==> src/rtl/spi_reg_pkg.sv <==
// Package: shared widths, register addresses, flag indices and control
// record types for the SPI register unit.
package spi_reg_pkg;
    localparam int DATA_W = 8;
    localparam int ADDR_W = 2;
    localparam int RATE_W = 2;
    localparam int CTL_W  = 4;
    localparam int NFLAG  = 4;

    localparam logic [ADDR_W-1:0] A_CTRL = 2'd0;
    localparam logic [ADDR_W-1:0] A_CFG  = 2'd1;
    localparam logic [ADDR_W-1:0] A_DATA = 2'd2;

    // flag indices; status bit of flag i is DATA_W-1-i
    localparam int F_RX  = 0;
    localparam int F_OVF = 1;
    localparam int F_MF  = 2;
    localparam int F_TXE = 3;

    typedef struct packed {
        logic txie;
        logic rxie;
        logic master;
        logic en;
    } ctrl_a_t;

    typedef struct packed {
        logic              mfen;
        logic              errie;
        logic [RATE_W-1:0] rate;
    } cfg_t;
endpackage

==> src/rtl/spi_ctl_bank.sv <==
// Module: holds the two control registers. Only the system reset clears
// them; a qualified mode fault forces the enable bit low and wins over a
// same-cycle write. Assumes single-cycle write strobes.
module spi_ctl_bank
    import spi_reg_pkg::*;
(
    input  logic             clk,
    input  logic             rst_n,
    input  logic             wr_ctrl,
    input  logic             wr_cfg,
    input  logic [CTL_W-1:0] wbits,
    input  logic             fault_kill,
    output ctrl_a_t          ctrl,
    output cfg_t             cfg
);
    // Purpose: load control fields on writes, drop enable on a mode fault.
    always_ff @(posedge clk) begin
        if (!rst_n) begin
            ctrl <= '0;
            cfg  <= '0;
        end else begin
            if (wr_ctrl) ctrl <= ctrl_a_t'(wbits);
            if (wr_cfg)  cfg  <= cfg_t'(wbits);
            if (fault_kill) ctrl.en <= 1'b0;
        end
    end
endmodule

==> src/rtl/spi_flag_cell.sv <==
// Module: one status flag. Hardware events set it and always take
// priority. With TWO_STEP set, a status read while the flag is set arms
// the clear and a later data access completes it; without TWO_STEP a
// single clear step suffices. 'protect' freezes all bus-driven change.
module spi_flag_cell #(
    parameter bit TWO_STEP = 1'b1,
    parameter bit RST_VAL  = 1'b0
) (
    input  logic clk,
    input  logic rst_n,
    input  logic set_ev,
    input  logic arm_req,
    input  logic clr_step,
    input  logic protect,
    output logic flag,
    output logic armed
);
    logic allow;
    assign allow = !protect;

    generate
        if (TWO_STEP) begin : g_two
            // Purpose: set on event, arm on status read, clear on data access.
            always_ff @(posedge clk) begin
                if (!rst_n) begin
                    flag  <= RST_VAL;
                    armed <= 1'b0;
                end else if (set_ev) begin
                    flag  <= 1'b1;
                    armed <= 1'b0;
                end else if (allow && armed && clr_step) begin
                    flag  <= 1'b0;
                    armed <= 1'b0;
                end else if (allow && arm_req && flag) begin
                    armed <= 1'b1;
                end
            end
        end else begin : g_one
            // Purpose: set on event, clear on a single access.
            always_ff @(posedge clk) begin
                if (!rst_n)                    flag <= RST_VAL;
                else if (set_ev)               flag <= 1'b1;
                else if (allow && clr_step)    flag <= 1'b0;
            end
            assign armed = 1'b0;
            logic unused_arm;
            assign unused_arm = arm_req;
        end
    endgenerate
endmodule

==> src/rtl/spi_irq_merge.sv <==
// Module: combines flags and enables into the CPU interrupt, the two DMA
// requests and the engine enable gated by stop mode. Pure combinational.
module spi_irq_merge
    import spi_reg_pkg::*;
(
    input  logic [NFLAG-1:0] flags,
    input  ctrl_a_t          ctrl,
    input  cfg_t             cfg,
    input  logic             stop_i,
    output logic             irq,
    output logic             dma_rx,
    output logic             dma_tx,
    output logic             eng_en
);
    logic unused_cfg;
    // Purpose: form request and enable outputs.
    always_comb begin
        irq    = (flags[F_RX]  && ctrl.rxie)
               || (flags[F_TXE] && ctrl.txie)
               || ((flags[F_OVF] || flags[F_MF]) && cfg.errie);
        dma_rx = flags[F_RX];
        dma_tx = flags[F_TXE] && ctrl.en;
        eng_en = ctrl.en && !stop_i;
        unused_cfg = cfg.mfen ^ (^cfg.rate);
    end
endmodule

==> src/rtl/spi_regfile_ctl.sv <==
// Module: top of the SPI register unit. Decodes the register bus, routes
// engine strobes into the flag cells, and drives interrupt, DMA and engine
// control outputs. Assumes single-cycle bus strobes and engine strobes
// already in this clock domain.
module spi_regfile_ctl
    import spi_reg_pkg::*;
(
    input  logic              clk,
    input  logic              rst_n,
    input  logic [ADDR_W-1:0] bus_addr,
    input  logic              bus_wr,
    input  logic              bus_rd,
    input  logic [DATA_W-1:0] bus_wdata,
    output logic [DATA_W-1:0] bus_rdata,
    input  logic              ev_rx_done,
    input  logic              ev_rx_ovf,
    input  logic              ev_tx_free,
    input  logic              ev_ss_fault,
    input  logic [DATA_W-1:0] eng_rx_byte,
    input  logic              brk_i,
    input  logic              brk_clr_en,
    input  logic              stop_i,
    output logic              irq_o,
    output logic              dma_rx_o,
    output logic              dma_tx_o,
    output logic              eng_enable_o,
    output logic              eng_master_o,
    output logic [RATE_W-1:0] eng_rate_o,
    output logic              tx_load_o,
    output logic [DATA_W-1:0] tx_byte_o,
    output logic              xfer_abort_o
);
    ctrl_a_t          ctrl;
    cfg_t             cfg;
    logic [NFLAG-1:0] flag_q;
    logic [NFLAG-1:0] armed_q;
    logic [NFLAG-1:0] set_vec;
    logic [NFLAG-1:0] clr_vec;
    logic             wr_ctrl, wr_cfg, rd_cfg, data_acc, data_wr;
    logic             fault_kill, protect, en_bit, abort_q;
    logic [CTL_W-1:0] cfg_bits;

    // Purpose: bus decode.
    always_comb begin
        wr_ctrl  = bus_wr && (bus_addr == A_CTRL);
        wr_cfg   = bus_wr && (bus_addr == A_CFG);
        rd_cfg   = bus_rd && (bus_addr == A_CFG);
        data_wr  = bus_wr && (bus_addr == A_DATA);
        data_acc = (bus_wr || bus_rd) && (bus_addr == A_DATA);
        protect  = brk_i && !brk_clr_en;
    end

    assign fault_kill = ev_ss_fault && ctrl.en && ctrl.master && cfg.mfen;

    // Purpose: per-flag set and clear sources.
    always_comb begin
        set_vec        = '0;
        set_vec[F_RX]  = ev_rx_done;
        set_vec[F_OVF] = ev_rx_ovf;
        set_vec[F_MF]  = fault_kill;
        set_vec[F_TXE] = ev_tx_free;
        clr_vec        = {NFLAG{data_acc}};
        clr_vec[F_TXE] = data_wr;
    end

    spi_ctl_bank u_ctl (
        .clk        (clk),
        .rst_n      (rst_n),
        .wr_ctrl    (wr_ctrl),
        .wr_cfg     (wr_cfg),
        .wbits      (bus_wdata[CTL_W-1:0]),
        .fault_kill (fault_kill),
        .ctrl       (ctrl),
        .cfg        (cfg)
    );

    generate
        for (genvar g = 0; g < NFLAG; g++) begin : g_flag
            spi_flag_cell #(
                .TWO_STEP (bit'(g != F_TXE)),
                .RST_VAL  (bit'(g == F_TXE))
            ) u_cell (
                .clk      (clk),
                .rst_n    (rst_n),
                .set_ev   (set_vec[g]),
                .arm_req  (rd_cfg),
                .clr_step (clr_vec[g]),
                .protect  (protect),
                .flag     (flag_q[g]),
                .armed    (armed_q[g])
            );
        end
    endgenerate

    spi_irq_merge u_merge (
        .flags  (flag_q),
        .ctrl   (ctrl),
        .cfg    (cfg),
        .stop_i (stop_i),
        .irq    (irq_o),
        .dma_rx (dma_rx_o),
        .dma_tx (dma_tx_o),
        .eng_en (eng_enable_o)
    );

    // Purpose: abort strobe while reset is taken during stop.
    always_ff @(posedge clk) begin
        if (!rst_n) abort_q <= stop_i;
        else        abort_q <= 1'b0;
    end

    // Purpose: read-data multiplexer.
    always_comb begin
        bus_rdata = '0;
        case (bus_addr)
            A_CTRL: bus_rdata[CTL_W-1:0] = ctrl;
            A_CFG: begin
                bus_rdata[CTL_W-1:0] = cfg;
                for (int i = 0; i < NFLAG; i++)
                    bus_rdata[DATA_W-1-i] = flag_q[i];
            end
            A_DATA:  bus_rdata = eng_rx_byte;
            default: bus_rdata = '0;
        endcase
    end

    logic unused_armed;
    assign unused_armed = ^armed_q;
    assign en_bit       = ctrl.en;
    assign cfg_bits     = cfg;
    assign eng_master_o = ctrl.master;
    assign eng_rate_o   = cfg.rate;
    assign tx_load_o    = data_wr;
    assign tx_byte_o    = bus_wdata;
    assign xfer_abort_o = abort_q;
endmodule

==> config.mk <==
export PLATFORM = sky130hd
export DESIGN_NAME = spi_regfile_ctl
export DESIGN_NICKNAME = d
export VERILOG_FILES = /design/src/rtl/spi_reg_pkg.sv /design/src/rtl/spi_ctl_bank.sv /design/src/rtl/spi_flag_cell.sv /design/src/rtl/spi_irq_merge.sv /design/src/rtl/spi_regfile_ctl.sv
export SDC_FILE = /design/constraint.sdc
export NUM_CORES = 1
export LEC_CHECK = 0
export BUFFER_PORTS_ARGS = -buffer_cell sky130_fd_sc_hd__buf_4
export CAP_MARGIN = 20
export CORE_ASPECT_RATIO = 1.25
export CORE_MARGIN = 1
export CORE_UTILIZATION = 30
export DETAILED_ROUTE_END_ITERATION = 7
export RECOVER_POWER = 25
export SYNTH_ARGS = -nofsm -noshare
export SYNTH_HDL_FRONTEND = slang
export SYNTH_SLANG_ARGS = --single-unit
==> constraint.sdc <==
create_clock -name clk -period 0.9 [get_ports clk]
set_input_delay 0.045 -clock clk [delete_from_list [all_inputs] [get_ports clk]]
set_output_delay 0.045 -clock clk [all_outputs]
set_load 0.02 [all_outputs]
==> metrics.md <==
| Metric | Value |
|---|---|
| CP Cell Sequence | `a222oi_1 > nor2_1 > buf_4` |
| RSZ-0062 raised after global routing | `true` |
| Sequential-to-total area share from yosys stat | `about a third` |
| Hold Path Origin | `bus_wdata[0]` |
| Run status | `finished, violations left` |
| Fin. Hold Viols | `0` |
| Startpoint Class | `register` |
| Detail Route Antenna Nets | `0` |
| Port-buffer cells | `45` |
| Root buf cell | `clkbuf_4` |
| Post-route design area | `about 0.0016 mm²` |
| RePlAce Congestion | `0.800` |
| H-tree levels | `1` |
| Tmin final | `approximately 1.2 ns` |
| TritonCTS clock tree | `yes` |
| GR Layer Usage met3 | `approximately 2.3%` |
| Met1 Use GR | `20.4%` |
| Final worst slack | `-0.346 ns` |
| Fill cell count | `between 200 and 300` |
| First-pass GRT wire length | `roughly 4300 µm` |
| Final total power | `1.71 mW` |
| Layout Skew | `around 0.0031 ns` |
| Worst slew margin | `between 70% and 80%` |
| Met2 Use GR | `between 20 and 30%` |
| Busiest grt layer | `met2` |
| DR iter-0 viols | `51` |
| Placement Cell Area | `0.00135 mm²` |
| Arr. time, crit path | `about 1.2 ns` |
| Slowest cell on crit path | `dfxtp_2` |
| WS Path Type | `reg2out` |
| Row cnt | `22` |
| Core area | `roughly 0.0030 mm²` |
| Worst Tran Pin Value | `about 0.35 ns` |
| Crit path required time | `~0.85 ns` |
| Max-slew violations | `0` |
| Die Wd | `between 50 and 60 µm` |
| Vias in the first global route | `1014` |
| Max clock buf depth | `2` |
| Diode count | `0` |
| Max Cap Viol | `0` |
| Cell total after placement | `193` |
| I/O pins | `54` |
| Crit path capture type | `output pin` |
| CTS clk-pin slew, worst paths | `0.09 ns` |
| Drc violations | `0` |
| Total wire length | `about 2800 µm` |
| Synth Instances | `about 110` |
| Synth Warn # | `0` |
| Clk Latency, worst-skew pair | `~0.29 ns` |
| Drt pass-1 iters | `4` |
| Final Cycle Share | `138%` |
| Initial Util | `between 30% and 40%` |
| Fin nets | `roughly 200` |
| Die Y | `roughly 65 µm` |
| Synthesized area | `slightly below 0.001 mm²` |
| Mapped Avg Cell Area | `between 8 and 9 µm²` |
| Power Dens Cells | `~1100 mW/mm²` |
| Pleak | `just under 0.7 nW` |
| Layout cells sized above 1 | `between 50 and 60%` |
| Violated checks | `negative setup slack` |
| Worst path top cell family by delay | `flip-flops` |
| Worst hold path type | `in2reg` |
| Die area | `about 0.0034 mm²` |
| FMAX | `~0.80 GHz` |
| Final non-filler cell total | `between 200 and 250` |
| Average routed wire per standard cell | `between 10 and 15 µm` |
| CP Buf/Inv Count | `1` |
| Largest fanout on the critical path | `3` |
| Syn_nets | `around 150` |
| Fin Setup TNS | `-2.92 ns` |
| Clock sinks | `16` |
| Distinct cells, synth | `31` |
| Worst vdd ir | `about 0.85 mV` |
| Vias per cell | `5.05` |
| Antenna violations before repair | `0` |
| EDFF count, synth | `0` |
| FF-to-FF Start | `u_ctl.ctrl[1]$_SDFFE_PN0P_` |
| Hpwl dp | `2080 µm` |
| Via count | `between 1000 and 1500` |
| Seq cells post-synth | `16` |
| Fraction of registers with async set/reset | `0%` |
| End-of-flow core utilization | `between 50% and 60%` |
| Predominant post-synthesis flop cell | `dfxtp_1` |
| Total global routing overflow | `0` |
| CTS Buf Count | `3` |
| Crit path largest cell delay | `between 0.3 and 0.4 ns` |
| Final setup vio count | `17` |
| Pin count of the biggest net entering global routing | `18` |
| Area growth syn-to-layout | `61.6%` |
| CP startpoint | `u_ctl.ctrl[0]$_SDFFE_PP0P_` |
| GRT Util Overall | `between 10% and 20%` |
[per-layer routing]
| layer | share of wire, % | vias up |
|---|---|---|
| li1 | - | 504 |
| met1 | 42 | 478 |
| met2 | 51 | 36 |
| met3 | 4.7 | 8 |
| met4 | 2.3 | 0 |
| met5 | 0 | - |
[path summary, 6_finish.rpt]
| check | endpoint | slack (ns) | cells past startpoint |
|---|---|---|---|
| max | bus_rdata[0] | -0.35 | 3 |
| min reg2reg | g_flag[1].u_cell.flag$_SDFFE_PN0P_ | 0.47 | 1 |
| max reg2reg | g_flag[2].u_cell.flag$_SDFFE_PN0P_ | -0.09 | 5 |
| min | u_ctl.cfg[0]$_SDFFE_PN0P_ | 0.01 | 3 |
[logic make-up (layout without fill, tap and decap cells)]
kind of cell / Yosys count / count (layout) / synth area share (%)
simple gates: 42 / 42 / 23.1
compound gates: 30 / 30 / 24.6
buf+inv: 21 / 75 / 13.9
flops: 16 / 16 / 33.2
fa+ha+maj: 4 / 4 / 5.19
[cell usage after synthesis, types with 3 or more instances]
library cell,count,area (µm²)
a21boi_1,5,37.5
a21boi_0,3,22.5
nor2_1,4,15.0
nand2_1,13,48.8
nand3_1,10,50.1
a222oi_1,4,40.0
nor2b_1,6,37.5
o21ai_0,3,15.0
dfxtp_1,16,320
a22oi_1,5,37.5
inv_1,6,22.5
ha_1,4,50.1
buf_4,12,90.1
[through the flow]
stage	setup slack (ns)	hold slack, ns
4_1_cts	-0.346	0.0134
5_1_grt	-0.439	0.0184
6_report	-0.346	0.0127
3_5_place_dp	-0.200	0.0902
3_3_place_gp	-0.168	0.0902
2_1_floorplan	0.0119	0.117
[worst min-delay path, delay by kind of cell]
| kind | cells | cell delay [ns] |
|---|---|---|
| AO/OA/AOI/OAI | 1 | 0.05 |
| AND/OR/NAND/NOR | 1 | 0.06 |
| buffers and inverters | 1 | 0.12 |
[timing repair]
action / 4_1_cts / 5_1_grt
hold buffers: 2 / 0
endpoints found under the hold margin: 2 / 0
setup buffers: 3 / 2
pin swaps: 5 / 0
endpoints found under the setup margin: 15 / 19
gates resized for setup: 23 / 13
[power by group]
group / leakage (nW) / total, mW / switching (mW) / internal, mW
clock: 0.0210 / 0.484 / 0.237 / 0.247
sequential: 0.133 / 0.748 / 0.0191 / 0.729
combinational: 0.527 / 0.479 / 0.227 / 0.252
[sequential cells by signal, indices dropped and copies added, names as in the netlist]
name and flops:
g_flag.u_cell.flag 4, u_ctl.cfg 4, u_ctl.ctrl 4, g_flag.u_cell.armed 3, xfer_abort_o 1
[area by class of cell]
cell class	instances	area [µm²]	share of cell area (%)
Inverter	6	22.5	1.44
Sequential cell	16	335	21.5
Tap cell	36	45.0	2.89
Clock buffer	4	36.3	2.33
Timing Repair Buffer	65	538	34.5
Multi-Input combinational cell	76	582	37.3
[layout by cell type (no fill, tap or decap), drive strengths merged, types with 2 or more instances in the layout]
cell	instances
a31oi	2
o2bb2ai	2
and4bb	2
nor2b	6
ha	4
a21boi	8
dfxtp	16
clkbuf	5
buf	62
nand3	10
a222oi	4
nand2	13
inv	6
nor2	5
a22oi	5
dlygate4sd3	2
o21ai	5
No activity file was read; power rests on OpenSTA's default activity.
